===== config.mk =====
export PLATFORM = sky130hd
export DESIGN_NAME = dbg_gate_top
export DESIGN_NICKNAME = d
export VERILOG_FILES = /design/src/rtl/dbg_gate_pkg.sv /design/src/rtl/dbg_gate_mubi_eq.sv /design/src/rtl/dbg_gate_regs.sv /design/src/rtl/dbg_gate_policy.sv /design/src/rtl/dbg_gate_top.sv
export SDC_FILE = /design/constraint.sdc
export NUM_CORES = 1
export LEC_CHECK = 0
export BUFFER_PORTS_ARGS = -buffer_cell sky130_fd_sc_hd__buf_2
export CAP_MARGIN = 20
export CORE_MARGIN = 3
export CORE_UTILIZATION = 47
export DETAILED_ROUTE_END_ITERATION = 16
export PLACE_DENSITY = 0.89
export SLEW_MARGIN = 5
export SYNTH_ARGS = -nofsm -noshare
export SYNTH_HDL_FRONTEND = slang
export SYNTH_SLANG_ARGS = --single-unit

===== constraint.sdc =====
create_clock -name clk_i -period 1.68 [get_ports clk_i]
set_input_delay 0.084 -clock clk_i [delete_from_list [all_inputs] [get_ports clk_i]]
set_output_delay 0.084 -clock clk_i [all_outputs]
set_load 0.03 [all_outputs]

===== src/rtl/dbg_gate_pkg.sv =====
package dbg_gate_pkg;

  localparam int LcW = 3;

  typedef enum logic [LcW-1:0] {
    LC_INVALID  = 3'd0,
    LC_TEST_UNL = 3'd1,
    LC_TEST_LCK = 3'd2,
    LC_DEV      = 3'd3,
    LC_PROD     = 3'd4,
    LC_RMA      = 3'd5
  } lc_state_e;

  // multi-bit byte codes; wider words repeat the byte
  localparam logic [7:0] MB_TRUE_BYTE  = 8'h96;
  localparam logic [7:0] MB_FALSE_BYTE = 8'h69;

  // register byte offsets
  localparam int OFS_ALERT = 0;
  localparam int OFS_LOCK  = 4;
  localparam int OFS_LATE  = 8;

endpackage


===== src/rtl/dbg_gate_mubi_eq.sv =====
module dbg_gate_mubi_eq #(
  parameter int W = 32
) (
  input  logic [W-1:0] val_i,
  output logic         true_o
);
  import dbg_gate_pkg::*;

  localparam int NB = W / 8;

  logic [NB-1:0] byte_ok;

  for (genvar b = 0; b < NB; b++) begin : g_byte
    assign byte_ok[b] = (val_i[b*8 +: 8] == MB_TRUE_BYTE);
  end

  assign true_o = &byte_ok;
endmodule


===== src/rtl/dbg_gate_regs.sv =====
module dbg_gate_regs #(
  parameter int ADDR_W = 4,
  parameter int DATA_W = 32
) (
  input  logic              clk_i,
  input  logic              rst_ni,
  input  logic [ADDR_W-1:0] addr_i,
  input  logic              we_i,
  input  logic [DATA_W-1:0] wdata_i,
  output logic [DATA_W-1:0] rdata_o,
  output logic              lock_o,
  output logic [DATA_W-1:0] late_o,
  output logic              alert_o
);
  import dbg_gate_pkg::*;

  localparam logic [ADDR_W-1:0] A_ALERT = ADDR_W'(OFS_ALERT);
  localparam logic [ADDR_W-1:0] A_LOCK  = ADDR_W'(OFS_LOCK);
  localparam logic [ADDR_W-1:0] A_LATE  = ADDR_W'(OFS_LATE);
  localparam logic [DATA_W-1:0] LATE_RST = {(DATA_W/8){MB_FALSE_BYTE}};

  logic              hit_alert, hit_lock, hit_late;
  logic              lock_q;
  logic [DATA_W-1:0] late_q;
  logic              alert_q;

  assign hit_alert = (addr_i == A_ALERT);
  assign hit_lock  = (addr_i == A_LOCK);
  assign hit_late  = (addr_i == A_LATE);

  // lock bit: write-zero-to-clear, never set again
  always_ff @(posedge clk_i or negedge rst_ni) begin
    if (!rst_ni)                    lock_q <= 1'b1;
    else if (we_i && hit_lock)      lock_q <= lock_q & wdata_i[0];
  end

  // late enable word, writable only while unlocked
  always_ff @(posedge clk_i or negedge rst_ni) begin
    if (!rst_ni)                          late_q <= LATE_RST;
    else if (we_i && hit_late && lock_q)  late_q <= wdata_i;
  end

  // alert test pulse, one cycle per qualifying write
  always_ff @(posedge clk_i or negedge rst_ni) begin
    if (!rst_ni) alert_q <= 1'b0;
    else         alert_q <= we_i && hit_alert && wdata_i[0];
  end

  always_comb begin
    rdata_o = '0;
    if (hit_lock)      rdata_o[0] = lock_q;
    else if (hit_late) rdata_o    = late_q;
  end

  assign lock_o  = lock_q;
  assign late_o  = late_q;
  assign alert_o = alert_q;
endmodule


===== src/rtl/dbg_gate_policy.sv =====
module dbg_gate_policy #(
  parameter int DATA_W = 32,
  parameter int POL_W  = 8
) (
  input  logic                           clk_i,
  input  logic                           rst_ni,
  input  logic [dbg_gate_pkg::LcW-1:0]   lc_i,
  input  logic [POL_W-1:0]               policy_i,
  input  logic [DATA_W-1:0]              late_i,
  output logic                           en_o
);
  import dbg_gate_pkg::*;

  logic pol_true, late_true, en_d, en_q;

  dbg_gate_mubi_eq #(.W(POL_W)) u_pol_eq (
    .val_i  (policy_i),
    .true_o (pol_true)
  );

  dbg_gate_mubi_eq #(.W(DATA_W)) u_late_eq (
    .val_i  (late_i),
    .true_o (late_true)
  );

  always_comb begin
    case (lc_i)
      LC_TEST_UNL, LC_RMA: en_d = 1'b1;
      LC_DEV:              en_d = pol_true | late_true;
      default:             en_d = 1'b0;
    endcase
  end

  always_ff @(posedge clk_i or negedge rst_ni) begin
    if (!rst_ni) en_q <= 1'b0;
    else         en_q <= en_d;
  end

  assign en_o = en_q;
endmodule


===== src/rtl/dbg_gate_top.sv =====
module dbg_gate_top #(
  parameter int ADDR_W = 4,
  parameter int DATA_W = 32,
  parameter int POL_W  = 8
) (
  input  logic              clk_i,
  input  logic              rst_ni,
  input  logic [ADDR_W-1:0] bus_addr_i,
  input  logic              bus_we_i,
  input  logic [DATA_W-1:0] bus_wdata_i,
  output logic [DATA_W-1:0] bus_rdata_o,
  input  logic [2:0]        lc_state_i,
  input  logic [POL_W-1:0]  policy_i,
  output logic              dbg_en_o,
  output logic              alert_test_o
);
  logic              lock_w;
  logic [DATA_W-1:0] late_w;

  dbg_gate_regs #(.ADDR_W(ADDR_W), .DATA_W(DATA_W)) u_regs (
    .clk_i   (clk_i),
    .rst_ni  (rst_ni),
    .addr_i  (bus_addr_i),
    .we_i    (bus_we_i),
    .wdata_i (bus_wdata_i),
    .rdata_o (bus_rdata_o),
    .lock_o  (lock_w),
    .late_o  (late_w),
    .alert_o (alert_test_o)
  );

  dbg_gate_policy #(.DATA_W(DATA_W), .POL_W(POL_W)) u_policy (
    .clk_i    (clk_i),
    .rst_ni   (rst_ni),
    .lc_i     (lc_state_i),
    .policy_i (policy_i),
    .late_i   (late_w),
    .en_o     (dbg_en_o)
  );
endmodule


=== Word-level counts from Yosys, hierarchy flattened ===
Index checks and enable logic that the tools add are counted.

* Output and inout bits: 34
* Input port bits: 50
* Word-level logic and storage cells: 28
* Flip-flop bits (word level): 35

* Reductions and logical operators: 8
* Bitwise operators: 2
* Eq/ne operators: 10
* Mux-type cells: 4

{| class="wikitable"
|+ Operators with widths
! operator !! count
|-
| $eq A8 B8 Y1 const B || 5
|-
| $mux W32 || 1
|-
| $mux W31 || 1
|-
| $logic_and A1 B1 Y1 || 5
|-
| $eq A4 B3 Y1 const B || 1
|-
| $eq A4 B4 Y1 const B || 1
|-
| $logic_not A4 Y1 || 1
|-
| $reduce_and A4 Y1 || 1
|-
| $eq A3 B1 Y1 const B || 1
|-
| $eq A3 B2 Y1 const B || 1
|-
| $eq A3 B3 Y1 const B || 1
|-
| $pmux W1 S2 || 1
|-
| $reduce_or A2 Y1 || 1
|-
| $and A1 B1 Y1 || 1
|-
| $mux W1 || 1
|-
| $or A1 B1 Y1 || 1
|}

=== Depth between registers and ports, before layout ===
Gate-level depths: netlist (run 1).

* Depth in word-level cells: 4
* Mapped depth: 5
* Depth with buffers taken out: 4

=== Hierarchy ===
From an unflattened synthesis (run 1), not the netlist that was laid out.

* Cells, all modules: 131
* Area total of the unflattened synthesis: 1881.8 um^2

{| class="wikitable"
|+ Modules (own cells, without submodules)
! module !! area each (um^2) !! seq. area each (um^2) !! instances !! cells each
|-
| dbg_gate_regs || 1699.1 || 872.1 || 1 || 114
|-
| dbg_gate_mubi_eq (u_policy.u_late_eq) || 116.4 || 0.0 || 1 || 11
|-
| dbg_gate_policy || 40.0 || 25.0 || 1 || 3
|-
| dbg_gate_mubi_eq (u_policy.u_pol_eq) || 26.3 || 0.0 || 1 || 3
|}

=== Worst setup path before layout (run 1) ===
OpenSTA, ideal clock, no wires.

* Path type: reg2out
* From: register u_regs.lock_q, in the netlist u_regs.lock_o
* To: output bus_rdata_o[0]
* Stages on the path, launching flop included: 3
* Path slack: 0.220 ns
* Data arrival time: 1.376 ns
* Required time: 1.596 ns
* Buffers on the path: 0
* Cell sequence: dfstp_2 > nand3b_1 > a211oi_1

* Word-level cells in the longest chain between the ends: 1

{| class="wikitable"
|+ RTL lines
! item !! RTL line !! text
|-
| start: declaration || dbg_gate_regs.sv:23 || <nowiki>logic lock_q;</nowiki>
|-
| start signal: assignment || dbg_gate_regs.sv:34 || <nowiki>else if (we_i && hit_lock) lock_q <= lock_q & wdata_i[0];</nowiki>
|-
| $mux W1 || dbg_gate_regs.sv:51 || <nowiki>if (hit_lock) rdata_o[0] = lock_q;</nowiki>
|-
| end: declaration || dbg_gate_top.sv:11 || <nowiki>output logic [DATA_W-1:0] bus_rdata_o,</nowiki>
|}

Every way passes these cells.

=== Final worst setup path (run 1) ===
* From: register u_regs.lock_q, in the netlist u_regs.lock_o
* To: register u_regs.late_q[26], in the netlist u_regs.late_o[26]

* Word-level cells in the longest chain between the ends: 1

{| class="wikitable"
|+ RTL lines
! item !! RTL line !! text
|-
| $logic_and A1 B1 Y1 || dbg_gate_regs.sv:40 || <nowiki>else if (we_i && hit_late && lock_q) late_q <= wdata_i;</nowiki>
|-
| end signal: assignment || dbg_gate_regs.sv:40 ||
|-
| end: declaration || dbg_gate_regs.sv:24 || <nowiki>logic [DATA_W-1:0] late_q;</nowiki>
|}

Every way passes these cells.
A chain may end at the register's enable or synchronous reset.

==> run metrics, run 1 <==
outcome=complete, no violations; sequential area share after synthesis=48.2%; initial antenna violation count=0; Initial Util=49.7%; PD cells=668 nW/um2; FF-to-FF Start=u_regs.lock_o; Slew HR=49.0%; Worst Hold Class=input pin to register; routability cong.=0.738; # DRC=0; Setup Buffers After CTS=0; diode count=0; layout cells sized above 1=67.0%; global route total overflow=0; hold violation count in the final report=0; H-tree levels=2; Clock Pin Slew Worst Setup and Hold Paths=0.07 ns; Die Outline Area=4750 um2; global-route wire length before repair=6420 um; final wirelength=4150 um; Synth area leaders=dfrtp_1, mux2_4, dfstp_2; synth unique cells=22; Net Count, Synth=180; router iterations before antenna repair=4; FF-to-FF End=u_regs.late_o[26]; endpoint class of the critical path=register; TritonCTS clock tree=built; hold endpoint=u_regs.late_o[2]; IO Port Bufs=83; WHS Path Cells=2; Yosys top cell area share=24.2%; Avg Inst Size Synth=14.3 um2; Post-synth ARST share=100%; total CTS buffers=5; die span in x=68.9 um; vias=1330; Worst-Margin Slew=0.765 ns; CP Launch Point=u_regs.lock_o; synth cell count leaders=and2_1, mux2_4, dfrtp_1, dfstp_2, nor4bb_1; Clock Skews=0.00335 ns; Worst EP required=1.85 ns; FMAX=0.674 GHz; min Tclk post-route=1.48 ns; drt initial violations=64; worst skew pair latency=0.29 ns; final core occ=64.1%; max-cap viol count=0; critical path class=register to register; CP Launch Type=register; wire per inst=15.6 um; Setup TNS=0 ns; Worst IR Drop VDD=518 uV; Tcrit/Tclk final=88.3%; ys flop type=dfrtp_1; internal reg-to-reg setup slack=0.20 ns; core box area=3740 um2; source of the worst hold timing path=bus_wdata_i[2]; DR vias/cell=5.00; Final setup viols=0; Die Ht=68.9 um; number of synthesized flops with an enable pin=0; antenna-violating nets left=0; area leader, netlist=dfrtp_1; Finished Layout Cells=266; Mapped Cells=130; fin. max-slew vios=0; area grow syn2layout=29.0%; Ys Warns=0; flops & latches, synth=35; number of global-route vias before repair=1303; CP arrival=1.65 ns; Longest Clk Path Bufs=2; Ports=84; num rows=22; clock sinks=35; Crit Path Max Fanout=13; HPWL after detailed placement=3140 um; pin count of the biggest net entering global routing=36; Global Route Usage Sum=19.1%; cells on worst reg2reg path=3; RSZ-0062 raised after global routing=false; Clk Tree Root Cell=clkbuf_8; Static Leakage=1.22 nW; Final nets=267; Cell Area, Synth=1860 um2; dpl cells=257
-- layout by cell type (no fill, tap or decap) --
cell type,instances
nor3b_1,1
buf_2,83
dlygate4sd3_1,1
nand3_1,1
mux2_4,30
dfstp_2,17
nor4bb_1,10
nand2_1,2
buf_12,1
nand3b_1,1
nand4_1,2
and3_2,1
dfrtp_1,18
o211ai_1,1
nor4b_4,1
o31a_1,1
clkbuf_1,1
or4b_2,1
a211oi_1,1
and2_1,30
inv_1,1
and3_1,1
and2_2,1
clkbuf_8,7
buf_4,2
mux2_2,2
-- layout make-up --
cell class,instances,area (um2)
flip-flops and latches,35,897
repair buffers,87,460
inverters,1,3.75
well taps,48,60.1
multi-input cells,87,880
clock buffers,8,100
fillers,306,1340
-- flip-flops by register name, indices dropped and copies added (netlist names) --
signal	count
u_policy.en_o	1
u_regs.late_o	32
u_regs.alert_o	1
u_regs.lock_o	1
-- worst max path at each step --
stage          cells past startpoint           endpoint  slack, ns
3_5_place_dp                       5  u_regs.late_o[26]       0.19
6_report                           3  u_regs.late_o[26]       0.20
5_1_grt                            3     bus_rdata_o[0]       0.14
4_1_cts                            3  u_regs.late_o[26]       0.21
3_3_place_gp                       5  u_regs.late_o[20]       0.26
2_1_floorplan                      2     bus_rdata_o[0]       0.22
-- logic make-up after synthesis --
| logic type | share of synthesized area (%) |
|---|---|
| flops | 48.2 |
| compound gates | 1.28 |
| simple gates | 20.5 |
| mux | 25.4 |
| buf+inv | 4.64 |
-- metal layers --
layer  part of all wire, %  wire length [um]  track usage (%)
met1                    42              1760             23.9
met2                    46              1930             30.5
met3                    10               415             6.65
met4                   1.3                53             7.06
met5                     0                 0                0
-- power breakdown --
part	switching, mW	internal, mW	total, mW
logic	0.0504	0.0514	0.102
registers	0.000573	0.846	0.847
clock network	0.282	0.374	0.656
total	0.333	1.27	1.60
-- metrics by stage --
stage                     hold WS, ns  power, mW  setup WS [ns]  instance area, um2
final                          0.0227       1.60          0.197                2400
after global routing          0.00915       1.68          0.136                2400
after CTS                      0.0105       1.63          0.211                2400
after detailed placement        0.191      0.962          0.191                2290
after global placement          0.176      0.959          0.255                2290
after floorplan                -0.212      0.878          0.220                1860
-- critical path: stages, from the launching register on --
cell	delay, ns
dfstp_2	0.54
and3_2	0.22
buf_4	0.27
mux2_4	0.33
-- what timing repair did --
item	CTS	global route
hold buffers	1	0
endpoints found under the hold margin	18	0
resized for setup	0	0
Note: power is estimated with default switching activity, not from simulation.
==> inputs of run 2 (changes only) <==
==> constraint.sdc (replaced) <==
create_clock -name clk_i -period 1.66 [get_ports clk_i]
set_input_delay 0.083 -clock clk_i [delete_from_list [all_inputs] [get_ports clk_i]]
set_output_delay 0.083 -clock clk_i [all_outputs]
set_load 0.03 [all_outputs]
==> run metrics, run 2 (synthesis results as in run 1) <==
routability cong.=0.680 (-7.9%); final worst slack=0.183 ns (-0.0144 ns); FF-to-FF Start=u_regs.lock_o; core box area=3740 um2 (unchanged); Worst EP required=1.83 ns (-0.02 ns); Slew HR=50.7% (+1.7 points); Clock Skews=0.00357 ns (+0.000227 ns); Worst Hold Class=input pin to register; global-route wire length before repair=6320 um (-1.5%); cells on worst reg2reg path=3 (unchanged); placed inst area=2300 um2 (+0.33%); Clk pwr share=37.0% (-3.9 points); pin count of the biggest net entering global routing=36 (unchanged); internal reg-to-reg setup slack=0.18 ns (about the same); FMAX=0.677 GHz (+0.38%); wire per inst=14.6 um (-6.6%); CP Launch Point=u_regs.lock_o; Storage cell area=897 um2 (unchanged); max-cap viol count=0 (unchanged); P_int=1.20 mW (-5.4%); clock sinks=35 (unchanged); switch share=21.0% (+0.27 points); Final setup viols=0 (unchanged); layout cells sized above 1=66.7% (-0.31 points); Initial Util=49.7% (unchanged); Ports=84 (unchanged); initial antenna violation count=0 (unchanged); Clk Tree Root Cell=clkbuf_8; fin. max-slew vios=0 (unchanged); NetSw=0.320 mW (-3.9%); number of global-route vias before repair=1321 (+1.4%); outcome=complete, no violations; diode count=0 (unchanged); Die Ht=68.9 um (unchanged); global route total overflow=0 (unchanged); Longest Clk Path Bufs=2 (unchanged); Final nets=268 (+0.37%); Static Leakage=1.21 nW (-0.31%); critical path class=register to register; hold violation count in the final report=0 (unchanged); source of the worst hold timing path=bus_wdata_i[18]; PD cells=637 nW/um2 (-4.7%); HPWL after detailed placement=3100 um (-1.3%); FILL cells=286 (-6.5%); Worst Setup EP=u_regs.late_o[2]; FF-to-FF End=u_regs.late_o[2]; TritonCTS clock tree=built; Tcrit/Tclk final=89.0% (+0.72 points); WHS Path Cells=2 (unchanged); IO Port Bufs=83 (unchanged); die span in x=68.9 um (unchanged); endpoint class of the critical path=register; smallest hold slack=0.0271 ns (+0.00440 ns); worst skew pair latency=0.28 ns (about the same); post-cts resize count=0 (unchanged); pre-CTS setup slack=0.155 ns (-0.0365 ns); area grow syn2layout=28.4%; final wirelength=3890 um (-6.2%); RSZ-0062 raised after global routing=false; H-tree levels=2 (unchanged); Global Route Usage Sum=18.6% (-0.57 points); antenna-violating nets left=0 (unchanged); num rows=22 (unchanged); Largest register FFs=32 (unchanged); area of the multi-input gates=880 um2 (unchanged); CP Launch Type=register; drt initial violations=44 (-31%); router iterations before antenna repair=4 (unchanged); worst path cell trace=and3_2 -> buf_4 -> mux2_4; Worst-Margin Slew=0.740 ns (-0.0254 ns); commonest non-fill, non-tap cell in the layout=buf_2; vias=1305 (-1.9%); CP max-delay cell=dfstp_2; DR vias/cell=4.89 (-2.2%); # DRC=0 (unchanged); Crit Path Max Fanout=13 (unchanged); final core occ=63.8% (-0.30 points); Worst IR Drop VDD=428 uV (-17%); Flop pwr share=56.3% (+3.5 points); Die Outline Area=4750 um2 (unchanged); Setup TNS=0 ns (unchanged); total CTS buffers=5 (unchanged); fin area=2390 um2 (-0.47%); most frequent cells in the layout=buf_2, and2_1, mux2_4, dfrtp_1, dfstp_2; largest stage delay on the critical path=0.54 ns (about the same); combinational share of power=6.7% (+0.4 points); min Tclk post-route=1.48 ns (-0.00564 ns); CP arrival=1.64 ns (about the same); Clock Pin Slew Worst Setup and Hold Paths=0.06 ns (about the same)
[run 2: cell count changes in the layout (fill, tap and decap cells not counted), sizes merged]
cell / delta
buf: +1
clkbuf: -1
clkinv: +1
[run 2: timing repair]
| action | CTS | global route |
|---|---|---|
| hold endpoints to repair | 18 | 0 |
| endpoints found under the setup margin | 0 | 0 |
| hold buffers | 1 | 0 |
| setup buffers | 0 | 0 |
[run 2: routing by layer]
metal	routed length, um	up-vias	global-route usage, %
li1	-	634	-
met5	0	-	0
met2	1820	66	31.0
met3	366	6	5.67
met1	1650	599	23.0
met4	50	0	5.84
[run 2: worst max-delay path: cells and delay by family, from the launching register on]
kind / cells / cell delay, ns
and+or+nand+nor: 1 / 0.23
muxes: 1 / 0.33
DFF: 1 / 0.54
buffers and inverters: 1 / 0.27
[run 2: how the worst min path moves through the flow]
| stage | end |
|---|---|
| 4_1_cts | u_regs.late_o[18] |
| 3_5_place_dp | u_regs.late_o[31] |
| 3_3_place_gp | u_regs.late_o[28] |
| 6_report | u_regs.late_o[18] |
| 2_1_floorplan | u_policy.en_o |
| 5_1_grt | u_regs.late_o[18] |
[run 2: power groups by stage]
stage	combinational, mW	clock [mW]	sequential, mW
6_report	0.102	0.563	0.857
5_1_grt	0.114	0.637	0.856
4_1_cts	0.104	0.590	0.857
3_5_place_dp	0.102	0	0.871
3_3_place_gp	0.0980	0	0.871
2_1_floorplan	0.0140	0	0.874
[run 2: final cells by class]
class | count | share of cell area [%]
inverters | 1 | 0.157
multi-input cells | 87 | 36.8
clock buffers | 7 | 3.19
clock inverters | 1 | 0.209
flip-flops and latches | 35 | 37.5
well taps | 48 | 2.51
repair buffers | 88 | 19.6
[run 2: metrics by stage]
step,power (mW),cells
after floorplan,0.888,130
after global placement,0.969,258
after detailed placement,0.973,258
after CTS,1.55,267
after global routing,1.61,267
final,1.52,267
==> inputs of run 3 (changes only) <==
--- a/config.mk
+++ b/config.mk
@@ -7,9 +7,9 @@
 export LEC_CHECK = 0
 export BUFFER_PORTS_ARGS = -buffer_cell sky130_fd_sc_hd__buf_2
 export CAP_MARGIN = 20
-export CORE_MARGIN = 3
 export CORE_UTILIZATION = 47
 export DETAILED_ROUTE_END_ITERATION = 16
+export MAX_ROUTING_LAYER = met4
 export PLACE_DENSITY = 0.89
 export SLEW_MARGIN = 5
 export SYNTH_ARGS = -nofsm -noshare
==> run metrics, run 3 (synthesis results as in run 1) <==
outcome=complete, no violations; Setup TNS=0 ns (unchanged); fin. max-slew vios=0 (unchanged); Worst IR Drop VDD=417 uV (-2.7%); Crit Path Max Fanout=3 (-10); diode count=0 (unchanged); Ports=84 (unchanged); Worst EP required=1.58 ns (-0.25 ns); clock sinks=35 (unchanged); FILL cells=297 (+3.8%); Die Ht=64.9 um (-5.8%); Post-CTS Hold Fix Bufs=1 (unchanged); Global Route Usage Sum=20.9% (+2.3 points); global route total overflow=0 (unchanged); switch share=21.7% (+0.68 points); Clock Pin Slew Worst Setup and Hold Paths=0.07 ns (about the same); Largest register FFs=32 (unchanged); Longest Clk Path Bufs=2 (unchanged); area grow syn2layout=28.6%; largest stage delay on the critical path=0.54 ns (about the same); pre-CTS setup slack=0.232 ns (+0.0767 ns); pin count of the biggest net entering global routing=36 (unchanged); Initial Util=49.7% (unchanged); # DRC=0 (unchanged); total power=1.54 mW (+0.88%); CP max-delay cell=dfstp_2; fin area=2390 um2 (+0.21%); WHS Path Cells=2 (unchanged); min Tclk post-route=1.44 ns (-0.0351 ns); Clk Tree Root Cell=clkbuf_8; endpoint class of the critical path=output pin; Die Outline Area=4220 um2 (-11%); P_int=1.20 mW (about the same); critical path class=register to output pin; number of global-route vias before repair=1340 (+1.4%); Static Leakage=1.21 nW (-0.23%); Clk pwr share=37.6% (+0.6 points); cells on worst reg2reg path=3 (unchanged); RSZ-0062 raised after global routing=false; CP arrival=1.36 ns (-0.28 ns); Worst-Margin Slew=0.740 ns (+0.000207 ns); Storage cell area=897 um2 (unchanged); core box area=3740 um2 (unchanged); TritonCTS clock tree=built; DR vias/cell=5.00 (+2.4%); Tcrit/Tclk final=86.9% (-2.1 points); crit path buf inv count=1 (unchanged); Slew HR=50.7% (about the same); H-tree levels=2 (unchanged); Setup Buffers After CTS=0 (unchanged); IO Port Bufs=83 (unchanged); Clock Skews=0.00447 ns (+0.000898 ns); CP Launch Type=register; CP top delay family=flip-flops; combinational share of power=6.6% (about the same); vias=1331 (+2.0%); worst skew pair latency=0.28 ns (about the same); final wirelength=3800 um (-2.4%); routability cong.=0.718 (+5.5%); area of the multi-input gates=880 um2 (unchanged); CP Depth=3 (unchanged); Worst Hold Class=input pin to register; Final nets=267 (-0.37%); layout cells sized above 1=66.5% (-0.15 points); Flop pwr share=55.8% (-0.5 points); PD cells=641 nW/um2 (+0.67%); most frequent cells in the layout=buf_2, and2_1, mux2_4, dfrtp_1, dfstp_2; global-route wire length before repair=6260 um (-0.98%); num rows=22 (unchanged); final worst slack=0.218 ns (+0.0351 ns); die span in x=64.9 um (-5.8%); antenna-violating nets left=0 (unchanged); initial antenna violation count=0 (unchanged); Final setup viols=0 (unchanged); commonest non-fill, non-tap cell in the layout=buf_2; NetSw=0.333 mW (+4.2%); hold violation count in the final report=0 (unchanged); router iterations before antenna repair=4 (unchanged); post-cts resize count=0 (unchanged); drt initial violations=53 (+20%); worst path cell trace=nand3b_1 -> a211oi_1 -> buf_2; wire per inst=14.3 um (-2.0%); total CTS buffers=5 (unchanged); max-cap viol count=0 (unchanged); HPWL after detailed placement=2900 um (-6.6%); placed inst area=2300 um2 (+0.22%); FMAX=0.693 GHz (+2.4%)
-- run 3: cell count changes in the layout (fill, tap and decap cells not counted), sizes merged --
cell  change
buf       -1
-- run 3: per-stage QoR --
step	hold slack (ns)	instances	util, %
3_3_place_gp	0.178	257	61.5
2_1_floorplan	-0.213	130	-
6_report	0.0250	266	64.0
5_1_grt	0.0158	266	64.0
3_5_place_dp	0.185	257	61.5
4_1_cts	0.0172	266	64.0
-- run 3: final timing paths --
path / from / endpoint / slack (ns)
setup / recovery: u_regs.lock_o / bus_rdata_o[0] / 0.22
min in group asynchronous: rst_ni / u_policy.en_o / 0.41
setup reg to reg: u_regs.lock_o / u_regs.late_o[7] / 0.24
max in group asynchronous: rst_ni / u_regs.late_o[15] / 0.78
hold / removal: bus_wdata_i[28] / u_regs.late_o[28] / 0.02
hold reg to reg: u_regs.lock_o / u_regs.lock_o / 0.47
-- run 3: final cells by class --
cell class,instances,share of cell area [%]
clock buffer,7,3.19
tap,48,2.51
clock inverter,1,0.209
sequential,35,37.5
inverter,1,0.157
multi-input combinational,87,36.7
timing repair buffer,87,19.7
-- run 3: power groups by stage --
stage	Combinational [mW]	Sequential (mW)	Clock [mW]
floorplan	0.0140	0.874	0
global route	0.114	0.856	0.644
CTS	0.103	0.857	0.595
global placement	0.0985	0.871	0
detailed placement	0.101	0.871	0
finish	0.101	0.857	0.577
-- run 3: metal layers --
| metal | global-route usage [%] | vias to the layer above | share of wire [%] |
|---|---|---|---|
| li1 | - | 631 | - |
| met1 | 24.8 | 630 | 43 |
| met2 | 33.7 | 61 | 49 |
| met3 | 4.40 | 9 | 6.3 |
| met4 | 9.72 | 0 | 1.9 |
| met5 | - | - | 0 |
